$ cat src/rtl/pic_pkg.sv
package pic_pkg;
  localparam int unsigned REG_W  = 32;
  localparam int unsigned ADDR_W = 8;

  localparam logic [ADDR_W-1:0] OFF_IRQP0  = 8'h00;
  localparam logic [ADDR_W-1:0] OFF_MASK0  = 8'h04;
  localparam logic [ADDR_W-1:0] OFF_STEER0 = 8'h08;
  localparam logic [ADDR_W-1:0] OFF_FIQP0  = 8'h0C;
  localparam logic [ADDR_W-1:0] OFF_RAW0   = 8'h10;
  localparam logic [ADDR_W-1:0] OFF_CTL    = 8'h14;
  localparam logic [ADDR_W-1:0] OFF_HP     = 8'h18;
  localparam logic [ADDR_W-1:0] OFF_IRQP1  = 8'h9C;
  localparam logic [ADDR_W-1:0] OFF_MASK1  = 8'hA0;
  localparam logic [ADDR_W-1:0] OFF_STEER1 = 8'hA4;
  localparam logic [ADDR_W-1:0] OFF_FIQP1  = 8'hA8;
  localparam logic [ADDR_W-1:0] OFF_RAW1   = 8'hAC;

  typedef enum logic [2:0] {
    SEL_NONE, SEL_IRQP, SEL_MASK, SEL_STEER, SEL_FIQP, SEL_RAW, SEL_CTL, SEL_HP
  } reg_sel_e;

  typedef struct packed {
    reg_sel_e sel;
    logic     bank;
  } reg_dec_t;
endpackage

$ cat src/rtl/pic_decode.sv
module pic_decode
  import pic_pkg::*;
(
  input  logic [ADDR_W-1:0] addr_i,
  output reg_dec_t          dec_o
);
  always_comb begin
    dec_o = '{sel: SEL_NONE, bank: 1'b0};
    unique case (addr_i)
      OFF_IRQP0:  dec_o = '{sel: SEL_IRQP,  bank: 1'b0};
      OFF_MASK0:  dec_o = '{sel: SEL_MASK,  bank: 1'b0};
      OFF_STEER0: dec_o = '{sel: SEL_STEER, bank: 1'b0};
      OFF_FIQP0:  dec_o = '{sel: SEL_FIQP,  bank: 1'b0};
      OFF_RAW0:   dec_o = '{sel: SEL_RAW,   bank: 1'b0};
      OFF_CTL:    dec_o = '{sel: SEL_CTL,   bank: 1'b0};
      OFF_HP:     dec_o = '{sel: SEL_HP,    bank: 1'b0};
      OFF_IRQP1:  dec_o = '{sel: SEL_IRQP,  bank: 1'b1};
      OFF_MASK1:  dec_o = '{sel: SEL_MASK,  bank: 1'b1};
      OFF_STEER1: dec_o = '{sel: SEL_STEER, bank: 1'b1};
      OFF_FIQP1:  dec_o = '{sel: SEL_FIQP,  bank: 1'b1};
      OFF_RAW1:   dec_o = '{sel: SEL_RAW,   bank: 1'b1};
      default:    dec_o = '{sel: SEL_NONE,  bank: 1'b0};
    endcase
  end
endmodule

$ cat src/rtl/pic_bank.sv
module pic_bank
  import pic_pkg::*;
#(
  parameter int unsigned W = 32
) (
  input  logic             clk_i,
  input  logic             rst_ni,
  input  logic [W-1:0]     src_i,
  input  logic             mask_we_i,
  input  logic             steer_we_i,
  input  logic [W-1:0]     wdata_i,
  input  logic             ovr_i,
  output logic [REG_W-1:0] raw_o,
  output logic [REG_W-1:0] mask_o,
  output logic [REG_W-1:0] steer_o,
  output logic [REG_W-1:0] irq_vec_o,
  output logic [REG_W-1:0] fiq_vec_o,
  output logic             wake_any_o
);
  logic [W-1:0] mask_q, steer_q;
  logic [W-1:0] act, irq_v, fiq_v;

  always_ff @(posedge clk_i or negedge rst_ni) begin
    if (!rst_ni) begin
      mask_q  <= '0;
      steer_q <= '0;
    end else begin
      if (mask_we_i)  mask_q  <= wdata_i;
      if (steer_we_i) steer_q <= wdata_i;
    end
  end

  assign act        = src_i & mask_q;
  assign irq_v      = act & ~steer_q;
  assign fiq_v      = act & steer_q;
  // idle override lets masked sources wake the core
  assign wake_any_o = |(src_i & (mask_q | {W{ovr_i}}));

  always_comb begin
    raw_o     = '0;
    mask_o    = '0;
    steer_o   = '0;
    irq_vec_o = '0;
    fiq_vec_o = '0;
    raw_o[W-1:0]     = src_i;
    mask_o[W-1:0]    = mask_q;
    steer_o[W-1:0]   = steer_q;
    irq_vec_o[W-1:0] = irq_v;
    fiq_vec_o[W-1:0] = fiq_v;
  end


  src_exclusive_chk: assert property (@(posedge clk_i) disable iff (!rst_ni)
    (irq_vec_o & fiq_vec_o) == '0);


  mask_write_chk: assert property (@(posedge clk_i) disable iff (!rst_ni)
    mask_we_i |=> mask_q == $past(wdata_i));


  steer_write_chk: assert property (@(posedge clk_i) disable iff (!rst_ni)
    steer_we_i |=> steer_q == $past(wdata_i));
endmodule

$ cat src/rtl/pic_req_out.sv
module pic_req_out (
  input  logic clk_i,
  input  logic rst_ni,
  input  logic halted_i,
  input  logic fiq_any_i,
  input  logic irq_any_i,
  input  logic wake_any_i,
  output logic fiq_o,
  output logic irq_o,
  output logic wake_o
);
  always_ff @(posedge clk_i or negedge rst_ni) begin
    if (!rst_ni) begin
      fiq_o  <= 1'b0;
      irq_o  <= 1'b0;
      wake_o <= 1'b0;
    end else begin
      fiq_o  <= fiq_any_i;
      irq_o  <= irq_any_i;
      wake_o <= halted_i & wake_any_i;
    end
  end


  wake_needs_halt_chk: assert property (@(posedge clk_i) disable iff (!rst_ni)
    wake_o |-> $past(halted_i));
endmodule

$ cat src/rtl/pic_dual_bank.sv
module pic_dual_bank
  import pic_pkg::*;
#(
  parameter int unsigned NUM_SRC = 40
) (
  input  logic                  clk_i,
  input  logic                  rst_ni,
  input  logic [NUM_SRC-1:0]    src_i,
  input  logic                  halted_i,
  input  logic [REG_W-1:0]      hp_word_i,
  input  logic                  req_i,
  input  logic                  we_i,
  input  logic [ADDR_W-1:0]     addr_i,
  input  logic [REG_W-1:0]      wdata_i,
  output logic [REG_W-1:0]      rdata_o,
  output logic                  rvalid_o,
  output logic                  fiq_o,
  output logic                  irq_o,
  output logic                  wake_o
);
  localparam int unsigned NBANK = 2;
  localparam int unsigned HI_W  = NUM_SRC - REG_W;

  reg_dec_t         dec;
  logic             wr, rd, ctl_q;
  logic [REG_W-1:0] raw   [NBANK];
  logic [REG_W-1:0] mask  [NBANK];
  logic [REG_W-1:0] steer [NBANK];
  logic [REG_W-1:0] irqv  [NBANK];
  logic [REG_W-1:0] fiqv  [NBANK];
  logic [NBANK-1:0] wake_b;
  logic [REG_W-1:0] rd_mux;

  assign wr = req_i & we_i;
  assign rd = req_i & ~we_i;

  pic_decode u_dec (.addr_i(addr_i), .dec_o(dec));

  for (genvar b = 0; b < NBANK; b++) begin : g_bank
    localparam int unsigned W  = (b == 0) ? REG_W : HI_W;
    localparam int unsigned LO = b * REG_W;
    logic mask_we, steer_we;
    assign mask_we  = wr && dec.sel == SEL_MASK  && dec.bank == 1'(b);
    assign steer_we = wr && dec.sel == SEL_STEER && dec.bank == 1'(b);
    pic_bank #(.W(W)) u_bank (
      .clk_i      (clk_i),
      .rst_ni     (rst_ni),
      .src_i      (src_i[LO+W-1:LO]),
      .mask_we_i  (mask_we),
      .steer_we_i (steer_we),
      .wdata_i    (wdata_i[W-1:0]),
      .ovr_i      (~ctl_q),
      .raw_o      (raw[b]),
      .mask_o     (mask[b]),
      .steer_o    (steer[b]),
      .irq_vec_o  (irqv[b]),
      .fiq_vec_o  (fiqv[b]),
      .wake_any_o (wake_b[b])
    );
  end

  always_ff @(posedge clk_i or negedge rst_ni) begin
    if (!rst_ni)                        ctl_q <= 1'b0;
    else if (wr && dec.sel == SEL_CTL)  ctl_q <= wdata_i[0];
  end

  always_comb begin
    unique case (dec.sel)
      SEL_IRQP:  rd_mux = irqv[dec.bank];
      SEL_MASK:  rd_mux = mask[dec.bank];
      SEL_STEER: rd_mux = steer[dec.bank];
      SEL_FIQP:  rd_mux = fiqv[dec.bank];
      SEL_RAW:   rd_mux = raw[dec.bank];
      SEL_CTL:   rd_mux = {{(REG_W-1){1'b0}}, ctl_q};
      SEL_HP:    rd_mux = hp_word_i;
      default:   rd_mux = '0;
    endcase
  end

  always_ff @(posedge clk_i or negedge rst_ni) begin
    if (!rst_ni) begin
      rdata_o  <= '0;
      rvalid_o <= 1'b0;
    end else begin
      rvalid_o <= rd;
      if (rd) rdata_o <= rd_mux;
    end
  end

  pic_req_out u_out (
    .clk_i      (clk_i),
    .rst_ni     (rst_ni),
    .halted_i   (halted_i),
    .fiq_any_i  (|(fiqv[0] | fiqv[1])),
    .irq_any_i  (|(irqv[0] | irqv[1])),
    .wake_any_i (|wake_b),
    .fiq_o      (fiq_o),
    .irq_o      (irq_o),
    .wake_o     (wake_o)
  );


  ctl_write_chk: assert property (@(posedge clk_i) disable iff (!rst_ni)
    (wr && dec.sel == SEL_CTL) |=> ctl_q == $past(wdata_i[0]));


  rvalid_follows_req_chk: assert property (@(posedge clk_i) disable iff (!rst_ni)
    rvalid_o |-> $past(req_i && !we_i));
endmodule

$ cat config.mk
export PLATFORM = sky130hd
export DESIGN_NAME = pic_dual_bank
export DESIGN_NICKNAME = d
export VERILOG_FILES = /design/src/rtl/pic_pkg.sv /design/src/rtl/pic_decode.sv /design/src/rtl/pic_bank.sv /design/src/rtl/pic_req_out.sv /design/src/rtl/pic_dual_bank.sv
export SDC_FILE = /design/constraint.sdc
export NUM_CORES = 1
export LEC_CHECK = 0
export BUFFER_PORTS_ARGS = -buffer_cell sky130_fd_sc_hd__clkbuf_2
export CAP_MARGIN = 5
export CORE_MARGIN = 1.5
export CORE_UTILIZATION = 53
export DETAILED_ROUTE_END_ITERATION = 12
export GPL_ROUTABILITY_DRIVEN = 0
export HOLD_SLACK_MARGIN = 0.08
export PLACE_DENSITY = 0.8
export SETUP_SLACK_MARGIN = 0.4
export SKIP_CTS_REPAIR_TIMING = 1
export SKIP_LAST_GASP = 1
export SLEW_MARGIN = 5
export SYNTH_ARGS = -nofsm -noshare
export SYNTH_HDL_FRONTEND = slang
export SYNTH_HIERARCHICAL = 1
export SYNTH_SLANG_ARGS = --single-unit
$ cat constraint.sdc
create_clock -name clk_i -period 1.6 [get_ports clk_i]
set_input_delay 0.4 -clock clk_i [delete_from_list [all_inputs] [get_ports clk_i]]
set_output_delay 0.4 -clock clk_i [all_outputs]
set_load 0.01 [all_outputs]
==> summary.md <==
| Metric | Value |
|---|---|
| Setup Viol. Count Final | 116 |
| Sequential element share of the synthesized area | 0.311 |
| P_leak | 5.97 nW |
| Post-Synth Simple-Gate Area | 0.151 |
| Avg Inst Size Synth | 9.35 um2 |
| Slew Limit Fails | 0 |
| Top post-synthesis cells by area | dfrtp_1, mux2i_1, buf_4, mux2_2, o22ai_1 |
| Synth cell count leaders | buf_4, mux2i_1, dfrtp_1 |
| TNS Setup | -62,930 ps |
| Clock slew at reported path FFs | 60 ps |
| CTS H-Tree Depth | 4 |
| #FFs+latches synth | 117 |
| Share of cells above drive strength 1 | 0.456 |
| Max-cap viol count | 0 |
| Status | complete, but fails checks |
| Crit start category | primary input |
| Post-synth EDFFs | 0 |
| Post-Synth Adder-Cell Area | 0 |
| Arr. time, crit path | 2730 ps |
| Die W | 136 um |
| Chip height | 136 um |
| Mux contribution to synthesized area | 0.269 |
| Worst Setup End Kind | register |
| Largest family of logic cells by synthesized area | multiplexers |
| Met1 Use GR | 0.426 |
| PD cells | 672 nW/um2 |
| RSZ-0062 raised after global routing | yes |
| Initial Util | 0.543 |
| Skew final | 14.5 ps |
| Antenna Nets Post-Route | 0 |
| First-pass GRT wire length | 48,200 um |
| Worst hold slack | 160 ps |
| Hold crit path type | primary input to register |
| Final Worst Setup Slack | -769 ps |
| Clock Latency Late Sink | 450 ps |
| Port bufs | 152 |
| Final std cells w/o fill | 1,576 |
| Area of the core | 17,400 um2 |
| Final Cycle Share | 1.48 |
| DP Cell Count | 1,493 |
| Critical-path maximum fanout | 15 |
| M3 GR Usage | 0.0619 |
| Hold Crit Start | halted_i |
| Inserted Clock Buffers | 17 |
| Root Buffer | clkbuf_16 |
| Layout Utilization | 0.764 |
| Min cycle time layout | 2370 ps |
| Critical path type | primary input to register |
| Initial antenna violation count | 0 |
| Drt first pass iters | 6 |
| Synth top area share | 0.311 |
| Worst-case clock buffer depth | 2 |
| Crit path required time | 1960 ps |
| DP Wirelength | 23,200 um |
| Final nets | 1,455 |
| Critical path, cell by cell | buf_6 > or3_4 > o41ai_4 > or3b_4 > buf_12 > buf_4 > o22ai_2 > nor3_1 > o21ai_1 |
| Grt peak-use layer | met2 |
| Vias | 9,990 |
| Cell count after synthesis | 1,007 |
| Syn Std Cell Area | 9420 um2 |
| Unique masters post-synth | 42 |
| Synth area leader | dfrtp_1 |
| Number of cells on the worst reg-to-reg path | 5 |
| Pwr Total | 8.91 mW |
| Failing checks | negative setup slack |
| # diodes | 0 |
| R2R Path Start | g_bank[0].u_bank/steer_o[1]$_DFFE_PN0P_ |
| Crit path largest cell delay | 510 ps |
| Worst vdd ir | 0.000796 V |
| Worst-Margin Slew | 550 ps |
| Global route overflow | 0 |
| Worst Hold Path EP | u_out/wake_o$_DFF_PN0_ |
| FP Rows | 48 |
| Most frequent cell after synthesis | buf_4 |
| Final hold violation count | 0 |
| I/O Pins | 153 |
| Post-Synth XOR/XNOR Area | 0.00186 |
| Crit path buffers/inverters | 3 |
| Die Area | 18,600 um2 |
| Post-synthesis compound-gate area fraction | 0.102 |
| R2R Path End | u_out/fiq_o$_DFF_PN0_ |
| GR Util met2 | 0.560 |
| Vias in the first global route | 9,138 |
| Iter 0 DRT Violations | 1,439 |
| GRT Total Usage | 0.344 |
| Via/cell ratio | 6.34 |
| Ys async rst share | 1.00 |
| Fmax | 0.422 GHz |
| Worst slew margin | 0.630 |
| Ys flop type | dfrtp_1 |
| Reg2reg setup slack | -630 ps |
| Final WL | 38,600 um |
| Largest net degree at the start of global routing | 48 |
| Clock sinks | 117 |
| Routed WL per cell | 24.5 um |
| Layout area overhead | 40.8% |
| Top delay family on crit path | simple AND/OR/NAND/NOR gates |
| Hold Path Depth | 2 |
| Slowest CP cell | o41ai_4 |
| Residual DRC | 0 |
| YS warnings | 6 |
| CTS tree | yes |
==> worst max-delay path by stage <==
stage                    from                                      end  slack, ps  cells past startpoint
floorplan           addr_i[6]   g_bank[0].u_bank/mask_o[0]$_DFFE_PN0P_       -880                     10
global placement    addr_i[6]  g_bank[0].u_bank/mask_o[31]$_DFFE_PN0P_       -970                      8
detailed placement  addr_i[3]                  rdata_o[11]$_DFFE_PN0P_      -1030                     11
CTS                 addr_i[3]                   rdata_o[8]$_DFFE_PN0P_       -630                     11
global route        addr_i[1]                   rdata_o[8]$_DFFE_PN0P_       -790                      9
finish              addr_i[1]                   rdata_o[8]$_DFFE_PN0P_       -770                      9
==> per-layer routing <==
metal / vias up / share of wire / wire length [um]
met5: - / 0 / 0
met4: 0 / 0.077 / 2960
met3: 298 / 0.12 / 4580
met2: 907 / 0.46 / 17600
met1: 4681 / 0.35 / 13500
li1: 4104 / - / -
==> registers in the layout (all words and copies together), names as in the netlist, 8 cells and up <==
signal and count:
g_bank.u_bank/steer_o 32, g_bank.u_bank/mask_o 32, rdata_o 32, g_bank.u_bank/steer_q 8
g_bank.u_bank/mask_q 8
==> power breakdown <==
group          internal (mW)  switching (mW)  leakage, nW  total [mW]
registers               3.07           0.108         1.61        3.18
logic                  0.712           0.839         4.07        1.55
clock network           2.55            1.64        0.289        4.19
total                   6.33            2.59         5.97        8.91
==> through the flow <==
step	instance area (um2)	setup slack (ps)
2_1_floorplan	10300	-880
3_3_place_gp	11700	-969
3_5_place_dp	11700	-1030
4_1_cts	12300	-625
5_1_grt	13300	-790
6_report	13300	-769
==> area by class of cell <==
cell class	count	area (um2)
Multi-Input combinational cell	788	6090
Fill cell	1004	4100
Timing Repair Buffer	411	3330
Sequential cell	117	2930
Clock buffer	19	453
Tap cell	225	282
Clock inverter	13	171
Inverter	3	11.3
==> cell usage in the layout (no fill, tap or decap), types with 25 or more instances in the layout <==
master,instances
buf_12,34
o22ai_2,25
o21ai_1,34
dfrtp_1,117
o22ai_1,38
nand2_1,72
nor2_1,41
mux2_4,41
mux2i_1,162
mux2_2,40
buf_4,210
and3_1,37
conb_1,120
clkbuf_2,147
nor3_1,26
==> kinds of logic after synthesis <==
| family | count (synthesis) |
|---|---|
| AO/OA/AOI/OAI | 145 |
| XOR/XNOR | 2 |
| buffers and inverters | 221 |
| flip-flops | 117 |
| multiplexers | 243 |
| other | 1 |
| AND/OR/NAND/NOR | 278 |
Note: power is estimated with default switching activity, not from simulation.
